$ cat config.mk
export PLATFORM = sky130hd
export DESIGN_NAME = eofm_stage
export DESIGN_NICKNAME = d
export VERILOG_FILES = /design/src/rtl/eofm_pkg.sv /design/src/rtl/eofm_ctrl.sv /design/src/rtl/eofm_datapath.sv /design/src/rtl/eofm_stage.sv
export SDC_FILE = /design/constraint.sdc
export NUM_CORES = 1
export LEC_CHECK = 0
export BUFFER_PORTS_ARGS = -buffer_cell sky130_fd_sc_hd__buf_2
export CAP_MARGIN = 20
export CORE_MARGIN = 2
export CORE_UTILIZATION = 40
export DETAILED_ROUTE_END_ITERATION = 16
export PLACE_DENSITY = 0.63
export SYNTH_ARGS = -nofsm -noshare
export SYNTH_HDL_FRONTEND = slang
export SYNTH_SLANG_ARGS = --single-unit
$ cat constraint.sdc
create_clock -name clk -period 3.3 [get_ports clk]
set_input_delay 0.165 -clock clk [delete_from_list [all_inputs] [get_ports clk]]
set_output_delay 0.165 -clock clk [all_outputs]
set_load 0.03 [all_outputs]
$ cat src/rtl/eofm_pkg.sv
package eofm_pkg;

  // Strobes passed from the control module to the datapath.
  typedef struct packed {
    logic clear;    // force the state to zero
    logic advance;  // take one modulator step
  } stageStrobe_t;

endpackage

$ cat src/rtl/eofm_ctrl.sv
module eofm_ctrl
  import eofm_pkg::*;
(
  input  logic         clk,
  input  logic         rst,
  input  logic         en,
  output stageStrobe_t strobe
);

  // Reset has priority over enable.
  always_comb begin
    strobe.clear   = rst;
    strobe.advance = en && !rst;
  end


  strobe_excl_chk: assert property (@(posedge clk) $onehot0({strobe.clear, strobe.advance}))
    else $error("clear and advance strobes active together");

endmodule

$ cat src/rtl/eofm_datapath.sv
module eofm_datapath
  import eofm_pkg::*;
#(
  parameter int WIDTH = 15
) (
  input  logic             clk,
  input  logic             rst,
  input  stageStrobe_t     strobe,
  input  logic [WIDTH-1:0] fracIn,
  output logic             carryOut,
  output logic [WIDTH-1:0] errOut
);

  localparam int SUM_W = WIDTH + 1;
  localparam int CHK_W = WIDTH + 2;
  localparam logic [CHK_W-1:0] MODULUS = CHK_W'(1) << WIDTH;

  logic [WIDTH-1:0] errReg;
  logic             carryReg;
  logic [SUM_W-1:0] sumW;
  logic             carryNext;
  logic [WIDTH-1:0] errNext;

  // Adder one bit wider than the operands: the sum never wraps.
  always_comb begin
    sumW = {1'b0, fracIn} + {1'b0, errReg} + {{WIDTH{1'b0}}, carryReg};
  end

  // Quantizer: the top bit is the carry and the low bits are the remainder.
  always_comb begin
    carryNext = sumW[SUM_W-1];
    errNext   = sumW[WIDTH-1:0];
  end

  always_ff @(posedge clk) begin
    if (strobe.clear) begin
      errReg   <= '0;
      carryReg <= 1'b0;
    end else if (strobe.advance) begin
      errReg   <= errNext;
      carryReg <= carryNext;
    end
  end

  assign carryOut = carryReg;
  assign errOut   = errReg;

  // Widened copies used only by the checks.
  logic [CHK_W-1:0] chkIn;
  logic [CHK_W-1:0] chkRecon;
  always_comb begin
    chkIn    = CHK_W'(fracIn) + CHK_W'(errReg) + CHK_W'(carryReg);
    chkRecon = (carryReg ? MODULUS : '0) + CHK_W'(errReg);
  end


  reset_clear_chk: assert property (@(posedge clk) rst |=> (carryReg == 1'b0 && errReg == '0))
    else $error("state not cleared by reset");


  carry_thresh_chk: assert property (@(posedge clk) disable iff (rst)
      strobe.advance |=> (carryReg == ($past(chkIn) >= MODULUS)))
    else $error("carry does not match the threshold");


  err_balance_chk: assert property (@(posedge clk) disable iff (rst)
      strobe.advance |=> (chkRecon == $past(chkIn)))
    else $error("carry and error do not rebuild the sum");


  hold_state_chk: assert property (@(posedge clk) disable iff (rst)
      !strobe.advance |=> ($stable(errReg) && $stable(carryReg)))
    else $error("state moved while not enabled");

endmodule

$ cat src/rtl/eofm_stage.sv
module eofm_stage
  import eofm_pkg::*;
#(
  parameter int WIDTH = 15
) (
  input  logic             clk,
  input  logic             rst,
  input  logic             en,
  input  logic [WIDTH-1:0] fracIn,
  output logic             carryOut,
  output logic [WIDTH-1:0] errOut
);

  stageStrobe_t strobe;

  eofm_ctrl i_ctrl (
    .clk    (clk),
    .rst    (rst),
    .en     (en),
    .strobe (strobe)
  );

  eofm_datapath #(.WIDTH(WIDTH)) i_datapath (
    .clk      (clk),
    .rst      (rst),
    .strobe   (strobe),
    .fracIn   (fracIn),
    .carryOut (carryOut),
    .errOut   (errOut)
  );

endmodule

# [Word level (Yosys, flattened, before mapping)]
# Cells that the tools add are included.
[word_totals] reg_bits=16 in_bits=18 output_inout_bits=16 elab_cells=6
[classes] addsub=2 n_reduce_logical=2
[op_table] cell="$add 15x15->16" count=1
[op_table] cell="$add 16x1->16" count=1
[op_table] cell="$logic_and 1x1->1" count=1
[op_table] cell="$logic_not 1->1" count=1

# [Depth between registers and ports, before layout]
[logic_depth] ltp_word=2 mapped_depth=9 depth_no_buf=9

# [Hierarchy]
# A second synthesis with hierarchy kept.
[hier_totals] cells_unflattened=182 hier_area_um2=1428.9
[by_module_without_submodules] mod="eofm_datapath" instances=1 cells_each=180 area_per_inst_um2=1407.6 seq_area_each_um2=320.3
[by_module_without_submodules] mod="eofm_ctrl" instances=1 cells_each=2 area_per_inst_um2=21.3 seq_area_each_um2=0.0

# [Least setup slack after synthesis]
# Ideal clock, no wire load.
[synth_timing] kind="flip-flop to flip-flop" startpoint="register i_datapath.carryReg, in the netlist i_datapath.carryOut" endpoint="register i_datapath.errReg[12], in the netlist i_datapath.errOut[12]" setup_time_ps=87 arrival_ps=2190 required_time_ps=3213 path_slack_ps=1023 stages_incl_launch_ff=10 path_buffers=0 synth_period_minus_slack_ps=2277 path_cell_list="dfxtp_1 > fa_1 > inv_1 > fa_1 > nor2b_4 > o211ai_2 > a31oi_2 > o2111ai_1 > and3b_1 > o31ai_1"
[synth_via] elab_chain_cells=1
[synth_lines] element="from (decl)" line="eofm_datapath.sv:19" text="logic carryReg;"
[synth_lines] element="from (signal assigned)" line="eofm_datapath.sv:41" text="carryReg <= carryNext;"
[synth_lines] element="$add 16x1->16" line="eofm_datapath.sv:26" text="sumW = {1'b0, fracIn} + {1'b0, errReg} + {{WIDTH{1'b0}}, carryReg};"
[synth_lines] element="to (signal assigned)" line="eofm_datapath.sv:40" text="errReg <= errNext;"
[synth_lines] element="to (decl)" line="eofm_datapath.sv:18" text="logic [WIDTH-1:0] errReg;"
# Every way passes these cells.
# A chain may end at the register's enable or synchronous reset.

# [Worst setup path in the final report]
# Ends and elaborated chain as after synthesis.

==> metrics.yaml <==
setup_viol: 0
clock_sinks: 16
status: "finished clean"
cp_max_fo: 4
min_path_type: "input port to register"
critPathRequiredTime_ns: 3.51
synth_top_family_by_area: "compound AO/OA/AOI/OAI gates"
boundaryPins: 34
area_growth_pct: 16.4
synth_top_flop_cell: "dfxtp_1"
drt_iter0_markers: 27
syn_inst: 155
setup-tns-final_ns: 0
num_vias: 1208
avgSynthCellArea_um2: 8.39
overflow: 0
p_leak_uw: 0.000705
fmax_ghz: 0.438
power_density_nw_per_um2: 491
vdd_ir_drop_max_uv: 251
cp-end-kind: "register"
portBuffers: 33
drt_wl_total_um: 2890
critPathLaunchType: "register"
rows: 20
cts.reportedPaths.clkPinSlew_ns: 0.10
start_util_pct: 42.2
yosys.area_share.simple_pct: 20.9
worstSetupPathType: "register to register"
seqPwrFrac_pct: 32.9
synthTopCellsByArea: "dfxtp_1 25%, ha_1 13%, nor2_1 6.1%"
synth-edff-count: 0
dp_hpwl_um: 2250
ctsHtreeMaxLevel: 1
power_frac_clock_pct: 14.6
yosysTopAreaCell: "dfxtp_1"
total_power_uw: 743
cts_hold_buf: 0
grt_use_total_pct: 16.7
ys_ff_latch: 16
max-cap-violations: 0
cts.repair.resized: 0
yosys-top-cells-count: "21 x nor2_1, 16 x dfxtp_1, 14 x ha_1"
first_pass_iters: 4
layout-drive-gt1-share_pct: 23.7
n_fill_cell: 328
grt_setup_unrepaired: "no"
fin_crit_sh_pct: 69.1
coreArea_um2: 3080
clk_path_buf_depth: 2
grt_pass1_wl_um: 4670
wl_per_cell_um: 12.6
ys_warn_count: 0
clockRootBuffer: "clkbuf_4"
power.internal_uw: 423
async_reset_ff_share_pct: 0
hold_viol_final: 0
cts_setup_buffers: 0
switchingPower_uw: 319
switching_share_pct: 43.0
critPathArrivalTime_ns: 2.49
yosysMostFrequentCell: "nor2_1"
synth_top_cell_area_share_pct: 24.6
grt_pass1_vias: 1096
cts_buffers: 3
finalWorstPathRequiredPeriod_ns: 2.28
n_antenna_cell: 0
fin_util_pct: 49.1
vias_per_cell: 5.25
synth-seq-area-share_pct: 24.6
die-area_um2: 3720
layout.nets: 222
syn-num-nets: 189
clk-insertion-delay-late_ns: 0.30
grt_max_degree: 24
worstMarginPinSlew_ns: 0.453
synth-compound-area-share_pct: 24.6
gp_congestion: 0.829
drc: 0
antenna_left: 0
die_h_um: 61.0
worst_clock_skew_ns: 0.00560
cts_tree: "yes"
synthXorXnorAreaFrac_pct: 5.39
slew_violations: 0
antenna_found_initial: 0
place_inst: 227
netlist_area_um2: 1300
synthAdderAreaFrac_pct: 16.6
synth.distinct_cells: 39
die_x_um: 61.0
maxSlewHeadroom_pct: 69.8
pwr-share-comb_pct: 52.4
instances_no_fill: 230
synth.area.mux_share_pct: 4.72
## cell type report
cell class / count / area (um^2) / area share [%]
multi-input combinational: 131 / 938 / 62.0
sequential: 16 / 320 / 21.2
timing repair buffer: 33 / 165 / 10.9
tap: 44 / 55.1 / 3.64
clock buffer: 3 / 22.5 / 1.49
inverter: 3 / 11.3 / 0.744
## cells in the final DEF, fill, tap and decap left out
master	count
o22ai_1	3
nor3b_1	1
inv_1	3
nand3_1	3
dfxtp_1	16
a21oi_2	2
o2111ai_1	1
nor2b_1	3
ha_1	14
buf_2	33
a21o_1	3
o211ai_2	1
mux2i_1	5
fa_1	2
nand3_2	1
and3b_1	1
a211oi_2	1
nor2_2	1
nor3_1	1
a31oi_1	1
a31oi_2	1
o31ai_1	2
a211oi_1	3
clkbuf_4	3
mux2_1	1
xnor2_1	5
o41ai_1	1
xor2_1	3
nand2_1	12
nor2_1	21
o31a_1	2
a2111oi_1	1
a21boi_0	1
nand2b_1	9
o21ai_0	9
o21a_1	5
nor2b_4	1
and2_1	1
a21oi_1	9
## logic make-up after synthesis
logic type,Yosys count
DFF,16
adders and majority gates,16
muxes,6
buffers and inverters,8
AOI/OAI and AO/OA,46
xor gates and xnor gates,8
and+or+nand+nor,55
## worst paths after layout
kind | start | endpoint | slack, ns | cells after the start
worst max-delay path | i_datapath.carryOut$_SDFFE_PP0P_ | i_datapath.errOut[12]$_SDFFE_PP0P_ | 1.02 | 9
worst min-delay path | rst | i_datapath.errOut[5]$_SDFFE_PP0P_ | 0.23 | 2
worst max register to register | i_datapath.carryOut$_SDFFE_PP0P_ | i_datapath.errOut[12]$_SDFFE_PP0P_ | 1.02 | 9
worst min register to register | i_datapath.errOut[13]$_SDFFE_PP0P_ | i_datapath.errOut[13]$_SDFFE_PP0P_ | 0.48 | 2
## state kept, by name (all words and copies together), names as in the netlist
signal               flops
i_datapath.carryOut      1
i_datapath.errOut       15
## stage by stage
| step | hold WS, ns | worst slack (ns) | cell area (um^2) |
|---|---|---|---|
| 6_report | 0.227 | 1.02 | 1510 |
| 5_1_grt | 0.242 | 0.823 | 1510 |
| 4_1_cts | 0.229 | 1.04 | 1510 |
| 3_5_place_dp | 0.467 | 1.04 | 1490 |
| 3_3_place_gp | 0.460 | 1.15 | 1490 |
| 2_1_floorplan | 0.242 | 1.02 | 1300 |
## power by group through the flow
stage                     clock (uW)  combinational, uW  sequential (uW)
final                            109                389              245
after global routing             118                433              249
after CTS                        115                391              245
after detailed placement           0                388              250
after global placement             0                383              247
after floorplan                    0                248              306
## layer usage
layer,vias up,global-route usage [%],part of all wire [%]
li1,620,-,-
met2,22,28.6,50
met5,-,0,0
met3,4,1.89,3.6
met4,0,7.45,1.4
met1,562,21.1,45
## worst max-delay path, stage by stage, from the launching register on
cell       delay [ns]
dfxtp_1          0.39
fa_1             0.22
inv_1            0.06
fa_1             0.43
nor2b_4          0.15
o211ai_2         0.10
a31oi_2          0.30
o2111ai_1        0.15
and3b_1          0.19
o31ai_1          0.21
Power figures use the tool's default switching activity.
